--- config.mk ---
export PLATFORM = sky130hd
export DESIGN_NAME = xor_chain_top
export DESIGN_NICKNAME = d
export VERILOG_FILES = /design/src/rtl/xor_chain_pkg.sv /design/src/rtl/xor_chain_dp.sv /design/src/rtl/xor_chain_ctrl.sv /design/src/rtl/xor_chain_top.sv
export SDC_FILE = /design/constraint.sdc
export NUM_CORES = 2
export LEC_CHECK = 0
export ABC_CLOCK_PERIOD_IN_PS = 4300
export BUFFER_PORTS_ARGS = -buffer_cell sky130_fd_sc_hd__buf_2
export CORE_MARGIN = 2
export CORE_UTILIZATION = 57
export DETAILED_ROUTE_END_ITERATION = 7
export GPL_ROUTABILITY_DRIVEN = 0
export PLACE_DENSITY = 0.76
export SYNTH_ARGS = -nofsm -noshare
export SYNTH_HDL_FRONTEND = slang
export SYNTH_SLANG_ARGS = --single-unit
--- constraint.sdc ---
create_clock -name clk -period 4.3 [get_ports clk]
set_input_delay 0.645 -clock clk [delete_from_list [all_inputs] [get_ports clk]]
set_output_delay 0.645 -clock clk [all_outputs]
set_load 0.02 [all_outputs]
--- src/rtl/xor_chain_pkg.sv ---
package xor_chain_pkg;

  typedef enum logic [2:0] {
    S_IDLE, S_FREQ, S_FRSP, S_CHECK, S_RREQ, S_RRSP, S_WREQ, S_BLKEND
  } ctrlState_t;

  // strobes from control to datapath
  typedef struct packed {
    logic fieldLoad;
    logic bufLoad;
    logic bufXor;
    logic advance;
  } dpStrobe_t;

  localparam int DESC_WORDS = 8;
  localparam int F_LINK     = 0;
  localparam int F_SRC0     = 1;
  localparam int F_DST      = 5;
  localparam int F_COUNT    = 6;
  localparam int F_CTL      = 7;
  localparam int MAX_SRC    = 4;

  localparam int REG_CTRL   = 0;
  localparam int REG_STATUS = 1;
  localparam int REG_LINK   = 2;

  localparam int ST_ACTIVE  = 0;
  localparam int ST_DONE    = 1;
  localparam int ST_ERRCNT  = 2;
  localparam int ST_ERRSRC  = 3;

endpackage

--- src/rtl/xor_chain_dp.sv ---
module xor_chain_dp
  import xor_chain_pkg::*;
#(
  parameter int ADDR_W    = 32,
  parameter int DATA_W    = 32,
  parameter int BUF_DEPTH = 64,
  localparam int IDX_W    = $clog2(BUF_DEPTH)
) (
  input  logic              clk,
  input  logic              rstN,
  input  dpStrobe_t         strobe,
  input  logic [2:0]        fieldIdx,
  input  logic [1:0]        srcSel,
  input  logic [IDX_W-1:0]  wordIdx,
  input  logic [ADDR_W-1:0] advBytes,
  input  logic [DATA_W-1:0] rdData,
  output logic [ADDR_W-1:0] linkField,
  output logic [ADDR_W-1:0] srcBase,
  output logic [ADDR_W-1:0] dstBase,
  output logic [ADDR_W-1:0] byteCount,
  output logic [2:0]        srcCount,
  output logic [DATA_W-1:0] bufOut
);

  logic [ADDR_W-1:0] srcAddr [MAX_SRC];
  logic [DATA_W-1:0] accBuf  [BUF_DEPTH];

  for (genvar g = 0; g < MAX_SRC; g++) begin : g_src
    always_ff @(posedge clk) begin
      if (!rstN)
        srcAddr[g] <= '0;
      else if (strobe.fieldLoad && fieldIdx == 3'(F_SRC0 + g))
        srcAddr[g] <= rdData[ADDR_W-1:0];
      else if (strobe.advance)
        srcAddr[g] <= srcAddr[g] + advBytes;
    end
  end

  always_ff @(posedge clk) begin
    if (!rstN) begin
      linkField <= '0;
      dstBase   <= '0;
      byteCount <= '0;
      srcCount  <= '0;
    end else if (strobe.fieldLoad) begin
      case (fieldIdx)
        3'(F_LINK):  linkField <= rdData[ADDR_W-1:0];
        3'(F_DST):   dstBase   <= rdData[ADDR_W-1:0];
        3'(F_COUNT): byteCount <= rdData[ADDR_W-1:0];
        3'(F_CTL):   srcCount  <= rdData[2:0];
        default: ;
      endcase
    end else if (strobe.advance) begin
      dstBase <= dstBase + advBytes;
    end
  end

  always_ff @(posedge clk) begin
    if (strobe.bufLoad)
      accBuf[wordIdx] <= rdData;
    else if (strobe.bufXor)
      accBuf[wordIdx] <= accBuf[wordIdx] ^ rdData;
  end

  assign srcBase = srcAddr[srcSel];
  assign bufOut  = accBuf[wordIdx];

endmodule

--- src/rtl/xor_chain_ctrl.sv ---
module xor_chain_ctrl
  import xor_chain_pkg::*;
#(
  parameter int ADDR_W    = 32,
  parameter int DATA_W    = 32,
  parameter int BUF_DEPTH = 64,
  localparam int IDX_W    = $clog2(BUF_DEPTH),
  localparam int LEN_W    = IDX_W + 1,
  localparam int ALIGN_W  = $clog2(DATA_W / 8)
) (
  input  logic              clk,
  input  logic              rstN,
  input  logic              cfgWe,
  input  logic [1:0]        cfgAddr,
  input  logic [DATA_W-1:0] cfgWdata,
  input  logic              memReqReady,
  input  logic              memRspValid,
  input  logic [ADDR_W-1:0] linkField,
  input  logic [ADDR_W-1:0] srcBase,
  input  logic [ADDR_W-1:0] dstBase,
  input  logic [ADDR_W-1:0] byteCount,
  input  logic [2:0]        srcCount,
  input  logic [DATA_W-1:0] bufOut,
  output logic              memReqValid,
  output logic              memReqWrite,
  output logic [ADDR_W-1:0] memReqAddr,
  output logic [DATA_W-1:0] memReqWdata,
  output dpStrobe_t         strobe,
  output logic [2:0]        fieldIdx,
  output logic [1:0]        srcSel,
  output logic [IDX_W-1:0]  wordIdx,
  output logic [ADDR_W-1:0] advBytes,
  output logic [1:0]        ctrlOut,
  output logic [3:0]        statusOut,
  output logic [ADDR_W-1:0] nextDescAddr,
  output logic [ADDR_W-1:0] curDescAddr
);

  ctrlState_t        state;
  logic              ctrlEn, ctrlRes;
  logic              done, errCnt, errSrc;
  logic [2:0]        fIdx;
  logic [1:0]        srcIdx;
  logic [IDX_W-1:0]  wIdx;
  logic [LEN_W-1:0]  blkLen;
  logic [ADDR_W-1:0] remWords;
  logic [ADDR_W-1:0] remLeft;
  logic [ADDR_W-1:0] countWords;
  logic              reqFire, lastWord, ctrlWrite, startOk, badSrc, badCnt;

  function automatic logic [LEN_W-1:0] blkOf(input logic [ADDR_W-1:0] rem);
    if (rem >= ADDR_W'(BUF_DEPTH)) return LEN_W'(BUF_DEPTH);
    return rem[LEN_W-1:0];
  endfunction

  assign reqFire    = memReqValid && memReqReady;
  assign lastWord   = (LEN_W'(wIdx) + LEN_W'(1)) == blkLen;
  assign ctrlWrite  = cfgWe && cfgAddr == 2'(REG_CTRL);
  assign startOk    = cfgWdata[0] && !errCnt && !errSrc &&
                      !(cfgWdata[1] && nextDescAddr == '0);
  assign badSrc     = srcCount == 3'd0 || srcCount > 3'(MAX_SRC);
  assign badCnt     = byteCount == '0 || byteCount[ALIGN_W-1:0] != '0;
  assign countWords = byteCount >> ALIGN_W;
  assign remLeft    = remWords - ADDR_W'(blkLen);

  always_comb begin
    memReqValid = ctrlEn && (state == S_FREQ || state == S_RREQ || state == S_WREQ);
    memReqWrite = state == S_WREQ;
    case (state)
      S_FREQ:  memReqAddr = nextDescAddr + (ADDR_W'(fIdx) << ALIGN_W);
      S_WREQ:  memReqAddr = dstBase + (ADDR_W'(wIdx) << ALIGN_W);
      default: memReqAddr = srcBase + (ADDR_W'(wIdx) << ALIGN_W);
    endcase
    memReqWdata      = bufOut;
    strobe.fieldLoad = state == S_FRSP && memRspValid;
    strobe.bufLoad   = state == S_RRSP && memRspValid && srcIdx == 2'd0;
    strobe.bufXor    = state == S_RRSP && memRspValid && srcIdx != 2'd0;
    strobe.advance   = state == S_WREQ && reqFire && lastWord;
    fieldIdx         = fIdx;
    srcSel           = srcIdx;
    wordIdx          = wIdx;
    advBytes         = ADDR_W'(blkLen) << ALIGN_W;
  end

  assign ctrlOut   = {ctrlRes, ctrlEn};
  assign statusOut = {errSrc, errCnt, done, state != S_IDLE};

  always_ff @(posedge clk) begin
    if (!rstN) begin
      state        <= S_IDLE;
      ctrlEn       <= 1'b0;
      ctrlRes      <= 1'b0;
      done         <= 1'b0;
      errCnt       <= 1'b0;
      errSrc       <= 1'b0;
      fIdx         <= '0;
      srcIdx       <= '0;
      wIdx         <= '0;
      blkLen       <= '0;
      remWords     <= '0;
      nextDescAddr <= '0;
      curDescAddr  <= '0;
    end else begin
      if (ctrlWrite) begin
        ctrlEn  <= cfgWdata[0];
        ctrlRes <= cfgWdata[1];
      end
      if (cfgWe && cfgAddr == 2'(REG_STATUS)) begin
        if (cfgWdata[ST_DONE])   done   <= 1'b0;
        if (cfgWdata[ST_ERRCNT]) errCnt <= 1'b0;
        if (cfgWdata[ST_ERRSRC]) errSrc <= 1'b0;
      end
      if (cfgWe && cfgAddr == 2'(REG_LINK) && state == S_IDLE)
        nextDescAddr <= cfgWdata[ADDR_W-1:0];

      case (state)
        S_IDLE: begin
          if (ctrlWrite && startOk) begin
            done  <= 1'b0;
            fIdx  <= '0;
            state <= S_FREQ;
          end
        end
        S_FREQ: if (reqFire) state <= S_FRSP;
        S_FRSP: begin
          if (memRspValid) begin
            if (fIdx == 3'(DESC_WORDS - 1)) begin
              curDescAddr  <= nextDescAddr;
              nextDescAddr <= linkField;
              state        <= S_CHECK;
            end else begin
              fIdx  <= fIdx + 3'd1;
              state <= S_FREQ;
            end
          end
        end
        S_CHECK: begin
          if (badSrc || badCnt) begin
            if (badSrc) errSrc <= 1'b1;
            if (badCnt) errCnt <= 1'b1;
            state <= S_IDLE;
          end else begin
            remWords <= countWords;
            blkLen   <= blkOf(countWords);
            srcIdx   <= '0;
            wIdx     <= '0;
            state    <= S_RREQ;
          end
        end
        S_RREQ: if (reqFire) state <= S_RRSP;
        S_RRSP: begin
          if (memRspValid) begin
            if (lastWord) begin
              wIdx <= '0;
              if (srcIdx == srcCount[1:0] - 2'd1) begin
                state <= S_WREQ;
              end else begin
                srcIdx <= srcIdx + 2'd1;
                state  <= S_RREQ;
              end
            end else begin
              wIdx  <= wIdx + IDX_W'(1);
              state <= S_RREQ;
            end
          end
        end
        S_WREQ: begin
          if (reqFire) begin
            if (lastWord) begin
              wIdx  <= '0;
              state <= S_BLKEND;
            end else begin
              wIdx <= wIdx + IDX_W'(1);
            end
          end
        end
        S_BLKEND: begin
          if (remLeft == '0) begin
            if (nextDescAddr == '0) begin
              done  <= 1'b1;
              state <= S_IDLE;
            end else begin
              fIdx  <= '0;
              state <= S_FREQ;
            end
          end else begin
            remWords <= remLeft;
            blkLen   <= blkOf(remLeft);
            srcIdx   <= '0;
            state    <= S_RREQ;
          end
        end
        default: state <= S_IDLE;
      endcase
    end
  end

endmodule

--- src/rtl/xor_chain_top.sv ---
module xor_chain_top
  import xor_chain_pkg::*;
#(
  parameter int ADDR_W    = 32,
  parameter int DATA_W    = 32,
  parameter int BUF_DEPTH = 64
) (
  input  logic              clk,
  input  logic              rstN,
  input  logic              cfgWe,
  input  logic [1:0]        cfgAddr,
  input  logic [DATA_W-1:0] cfgWdata,
  output logic [1:0]        ctrlOut,
  output logic [3:0]        statusOut,
  output logic [ADDR_W-1:0] nextDescAddr,
  output logic [ADDR_W-1:0] curDescAddr,
  output logic              memReqValid,
  input  logic              memReqReady,
  output logic              memReqWrite,
  output logic [ADDR_W-1:0] memReqAddr,
  output logic [DATA_W-1:0] memReqWdata,
  input  logic              memRspValid,
  input  logic [DATA_W-1:0] memRspData
);

  localparam int IDX_W = $clog2(BUF_DEPTH);

  dpStrobe_t         strobe;
  logic [2:0]        fieldIdx;
  logic [1:0]        srcSel;
  logic [IDX_W-1:0]  wordIdx;
  logic [ADDR_W-1:0] advBytes, linkField, srcBase, dstBase, byteCount;
  logic [2:0]        srcCount;
  logic [DATA_W-1:0] bufOut;

  xor_chain_ctrl #(.ADDR_W(ADDR_W), .DATA_W(DATA_W), .BUF_DEPTH(BUF_DEPTH)) u_ctrl (
    .clk(clk), .rstN(rstN), .cfgWe(cfgWe), .cfgAddr(cfgAddr), .cfgWdata(cfgWdata),
    .memReqReady(memReqReady), .memRspValid(memRspValid),
    .linkField(linkField), .srcBase(srcBase), .dstBase(dstBase),
    .byteCount(byteCount), .srcCount(srcCount), .bufOut(bufOut),
    .memReqValid(memReqValid), .memReqWrite(memReqWrite), .memReqAddr(memReqAddr),
    .memReqWdata(memReqWdata), .strobe(strobe), .fieldIdx(fieldIdx), .srcSel(srcSel),
    .wordIdx(wordIdx), .advBytes(advBytes), .ctrlOut(ctrlOut), .statusOut(statusOut),
    .nextDescAddr(nextDescAddr), .curDescAddr(curDescAddr)
  );

  xor_chain_dp #(.ADDR_W(ADDR_W), .DATA_W(DATA_W), .BUF_DEPTH(BUF_DEPTH)) u_dp (
    .clk(clk), .rstN(rstN), .strobe(strobe), .fieldIdx(fieldIdx), .srcSel(srcSel),
    .wordIdx(wordIdx), .advBytes(advBytes), .rdData(memRspData),
    .linkField(linkField), .srcBase(srcBase), .dstBase(dstBase),
    .byteCount(byteCount), .srcCount(srcCount), .bufOut(bufOut)
  );

endmodule

# Word-level counts from Yosys, hierarchy flattened
# Memory sizes are Yosys's and may differ from the RTL's. A register that Yosys moved wholly into a read port is not among the register bits.
# Cells that the tools add are included.
# totals
n_memories	2
elab_cells	251
register_bits	221
ramBits	2176
inputBits	71
# mem_list
memory	words	width	rd	rd_clocked_by_memory_dff	wr	line_no	rtl
u_dp.accBuf	64	32	1	1	1	xor_chain_dp.sv:26	logic [DATA_W-1:0] accBuf [BUF_DEPTH];
u_dp.srcAddr	4	32	5	1	4	xor_chain_dp.sv:25	logic [ADDR_W-1:0] srcAddr [MAX_SRC];
# op_classes
n_eq_ne	33
bitwise	10
n_mux	117
n_addsub	14
reduce_logical	55
magnitude_cmp	3
# op_table
operator	n
$mux W32	18
$add A32 B9 Y32	5
$pmux W32 S2	2
$logic_not A32 Y1	3
$add A32 B8 Y32	2
$mux W1	55
$mux W3	14
$mux W7	6
$mux W6	6
$add A32 B5 Y32	1
$ge A32 B7 Y1 const B	1
$sub A32 B7 Y32	1
$xor A32 B32 Y32	1
$ge A30 B7 Y1 const B	1
$eq A3 B3 Y1 const B	8
$pmux W3 S8	1
$logic_and A1 B1 Y1	21
$mux W2	10
$ne A2 B2 Y1 const B	9
$pmux W6 S3	1
$pmux W7 S2	1
$eq A3 B2 Y1 const B	4
$ne A2 B1 Y1 const B	6
$reduce_and A6 Y1	2
other kinds (25)	53

# Logic depth before layout (Yosys ltp)
# logic_depth
ltp_word	12
mapped_depth	19
mapped_depth_nobuf	15

# Hierarchy
# A second synthesis with hierarchy kept.
# hier_totals
hier_cells	7026
hier_area_um2	100486.4
# modules_own_cells
mod	instances	area_per_inst_um2	cells_each
xor_chain_dp	1	91069.8	5760
xor_chain_ctrl	1	9416.5	1266

# Least setup slack after synthesis
# Ideal clock, no wire load.
# synth_path
path_type	reg2reg
from	register with a tool-made name
to	memory u_dp.accBuf[0][11] (data pin)
stages_incl_launch_ff	10
t_arrival_ps	4266
path_slack_ps	-535
setup_time_ps	569
t_required_ps	3731
cell_sequence	dfxtp_1 > clkbuf_1 > clkbuf_1 > buf_1 > mux4_2 > mux4_2 > mux2i_1 > o21ai_0 > nand2_1 > xnor2_1
# synth_lines
item	line_no
end, declared	xor_chain_dp.sv:26

==> results.md <==
- The H-tree generated during clock tree synthesis spans 4 levels.
- The detailed-route vias per instance is 7.08.
- The mean routed wirelength per cell is 36.8 um.
- Hold is met by 0.119 ns.
- The final reports fail on setup timing.
- At the worst endpoint, the arrival time is 4.05 ns.
- Buffers placed on the I/O ports in this run total 206.
- The clock net in this run drives a total of 2,405 sinks.
- Ranked by total cell area, the synthesized netlist is headed by edfxtp_1, mux4_2, dfxtp_1, nand2_1, xnor2_1.
- The post-synthesis instance area is 100,000 um2.
- The cell area reported after detailed placement is 107,000 um2.
- The die is 423 um wide.
- Headroom to the max-slew limit came out at 16.0%.
- The number of instances in the synthesized netlist is between 5,000 and 6,000.
- The commonest register cell after synthesis is edfxtp_1.
- The run finished, with violations left.
- The post-layout net count is 6,333.
- For this design the static power due to leakage is between 30 and 40 nW.
- The fill cell instance count of the final layout is 10,571.
- VDD sags by at most about 0.00044 V.
- The worst setup path is captured at an output pin.
- The min-delay analysis places its worst path in the category in -> reg.
- Max-cap violations in this run came to 0.
- For this design the ratio of total power to cell area is 408 nW/um2.
- The kind of launch point of the worst setup path is a flip-flop.
- Walking the worst path, the cells encountered are buf_6 > mux4_2 > nand2_2 > nand2_2 > ha_4 > a21o_1 > a21oi_2 > o21bai_1 > a21oi_2 > or4_4 > or3_1 > a21oi_1 > a21oi_1 > buf_2.
- In this design, the stage delay of the slowest critical-path cell is 0.50 ns.
- The area of the multi-input gates is 29,800 um2.
- In this run, the number of DRC markers left after iteration 0 of detailed routing was 10,078.
- The core box area is 174,000 um2.
- The minimum clock period is 4.69 ns.
- The share of synthesized area occupied by flip-flops and latches is between 60% and 70%.
- The number of warnings reported in the yosys synthesis log is 0.
- The via count of the first global-routing pass is 59,945.
- Setup violations remaining at the end of the flow were counted as 55.
- The final-report max-slew violation count came to 0.
- The initial antenna violation count is 24.
- The wire length reported by the detailed router is 321 mm.
- For this run, design rule violations remaining after detail routing come to 0.
- The required time reported for the critical path endpoint is 3.65 ns.
- Once routing completed, OpenROAD measured the worst setup slack at -0.394 ns.
- Once layout is done, the placed cells without fillers occupy 118,000 um2.
- Setup repair after global routing could not meet its margin everywhere.
- Among all stages on the critical path, the largest delay is contributed by mux4_2.
- The remaining global-route overflow is 0.
- The synthesized area per cell is roughly 18 um2.
- For the pin with the worst max-slew slack, the measured transition is 1.26 ns.
- The hold violation count in the final report was 0.
- The proportion of synthesized flip-flops having asynchronous set or reset is 0%.
- The number of synthesized flops with an enable pin is 2,176.
- The hold buffer count at CTS is 0.
- TritonCTS built the clock tree.
- The initial core utilization is 57.5%.
- The half-perimeter wire length of the detailed placement result is 163 mm.
- The number of placed instances, taps included, is 8,132.
- The layout overhead on the synthesized area is 17.4%.
- The number of distinct library cell variants in the gate-level netlist after synthesis is 85.
- The number of nets handed over by synthesis was a little under 6,000.
- The post-detailed-route count of antenna-violating nets is 0.
- The die boundary height is 423 um.
- The floorplan step defined a die boundary enclosing 179,000 um2.
- The pin count of the biggest net entering global routing is ~170.
- The clock tree skew after final layout is about 0.071 ns.
- Synthesis inferred 2,405 register bits.
- The biggest area contributor in the post-synthesis netlist is edfxtp_1.
- After floorplanning, the core was divided into about 150 placement rows.
- The first-pass GRT wire length is 445 mm.
- During I/O placement, the number of pins put on the boundary was 207.
- The later pin in the worst-skew pair is clocked with a latency of about 0.9 ns.
- Of the available clock period, the critical path in the final layout requires 109%.
- The maximum clock path buffer count is 3.
- In this run the register-to-register setup slack is 0.12 ns.
- The ratio of cells with drive above 1 in the final layout is 28.9%.
- The largest fanout on the critical path is 6.
- The CTS buffer count is 226.
- The achievable clock frequency is 213 MHz.
- Global routing used 35.1% of the available tracks across all layers.
- The number of standard cells in the final layout excluding fillers is 8,714.
- In this run the clock root is driven by a clkbuf_16.
- The clock-pin slew of the registers on the worst-case setup and hold paths is around 0.060 ns.
- The first detailed-routing pass ran for 8 iterations.
- The area share of the largest cell type after synthesis is 65.3%.
- The type of the setup path with the least slack is reg -> out.
- The sequential cell area is 70,000 um2.
- The routed layout has 61,734 vias.
-- synth_stat cells, types with 7 or more instances --
library cell and instances:
o22ai_1 7, dfxtp_1 229, a31oi_1 13, xnor2_1 129, nand3b_1 8, and3_1 37
a21boi_0 15, and4_1 8, edfxtp_1 2176, nor2_1 257, a21o_1 19, nand3_1 89
nand2b_1 11, mux2i_1 70, nor2b_1 17, o211ai_1 10, clkbuf_1 250, a221oi_1 7
and2_1 19, a211oi_1 53, fa_1 8, ha_1 60, a22oi_1 15, xor2_1 86
buf_4 9, or3_1 16, mux4_2 701, buf_2 63, nor3_1 43, nor3b_1 8
inv_1 66, nor4_1 36, buf_1 24, o21ai_0 181, o31ai_1 29, o21a_1 12
nand4_1 32, a21oi_1 202, nand2_1 579
-- logic make-up after synthesis --
group,share of synthesized area (%)
AOI/OAI and AO/OA,3.77
and+or+nand+nor,5.37
xor gates and xnor gates,1.88
muxes,16.5
DFF,69.8
adders and majority gates,0.910
buffers and inverters,1.72
-- worst max-delay path, delay by kind of cell, from the launching register on --
family	cells	cell delay (ns)
mux	1	0.50
fa+ha+maj	1	0.29
simple gates	4	1.04
buf+inv	2	0.29
compound gates	6	0.67
flops	1	0.41
-- per-layer routing --
metal  up-vias  share of wire [%]  global-route usage [%]
li1      23714                  -                       -
met1     31159                 32                    43.6
met2      5666                 48                    56.2
met3      1181                 12                    7.64
met4        14                7.1                    22.9
met5         -              0.029                       0
-- path summary, 6_finish.rpt --
kind                            depth (start not counted)                             endpoint                                start
worst max-delay path                                   14                       memReqAddr[22]                            flip-flop
worst min-delay path                                    3    u_ctrl.nextDescAddr[4]$_SDFF_PN0_                          cfgWdata[4]
worst max register to register                         12        u_dp.accBuf[57][12]$_DFFE_PP_                            flip-flop
worst min register to register                          2  u_ctrl.curDescAddr[13]$_SDFFE_PN0P_  u_ctrl.curDescAddr[13]$_SDFFE_PN0P_
-- registers in the layout (all words and copies together) (netlist names), 2 cells and up, named ones only --
name,flops
u_ctrl.remWords,32
u_dp.dstBase,32
u_ctrl.nextDescAddr,32
u_ctrl.srcSel,2
u_ctrl.blkLen,7
u_ctrl.curDescAddr,32
u_dp.accBuf,2048
u_ctrl.state,3
u_ctrl.wordIdx,6
u_dp.srcAddr,128
u_dp.linkField,32
u_dp.byteCount,32
u_ctrl.fieldIdx,3
u_dp.srcCount,3
-- per-stage QoR --
stage,utilization [%],total power [mW],setup TNS (ns),setup WS [ns]
CTS,67.2,47.6,-9.18,-0.323
finish,67.5,47.9,-10.05,-0.394
detailed placement,61.4,27.8,0,0.207
global route,67.5,48.8,-13.32,-0.507
floorplan,-,27.1,-86.16,-0.136
global placement,61.4,27.8,0,0.210
-- where the power goes --
| group | internal [mW] | total (mW) | switching, mW | leakage, nW |
|---|---|---|---|---|
| combinational | 0.536 | 1.84 | 1.31 | 12.1 |
| sequential | 25.5 | 25.6 | 0.115 | 21.6 |
| clock | 11.2 | 20.4 | 9.28 | 3.61 |
| total | 37.2 | 47.9 | 10.7 | 37.3 |
-- area by class of cell --
| type | count | area share (%) |
|---|---|---|
| flip-flops and latches | 2405 | 59.5 |
| inverters | 66 | 0.215 |
| diodes | 5 | 0.0106 |
| clock inverters | 126 | 1.03 |
| well taps | 2325 | 2.47 |
| clock buffers | 292 | 5.25 |
| repair buffers | 626 | 6.18 |
| multi-input cells | 2869 | 25.3 |
-- cells in the final DEF (no fill, tap or decap), types with 134 or more instances in the layout --
cell,n
dfxtp_1,221
mux4_2,701
o21ai_0,176
buf_4,201
edfxtp_1,2176
a21oi_1,193
nor2_1,185
clkbuf_16,240
buf_2,156
nand2_1,570
buf_12,134
-- timing repair --
item                                    CTS  global route
pin swaps                                25            26
buffers inserted                         89            49
cloned                                   32             8
endpoints found under the setup margin   58            56
gates resized for setup                 251            71
No activity file was read; power rests on OpenSTA's default activity.
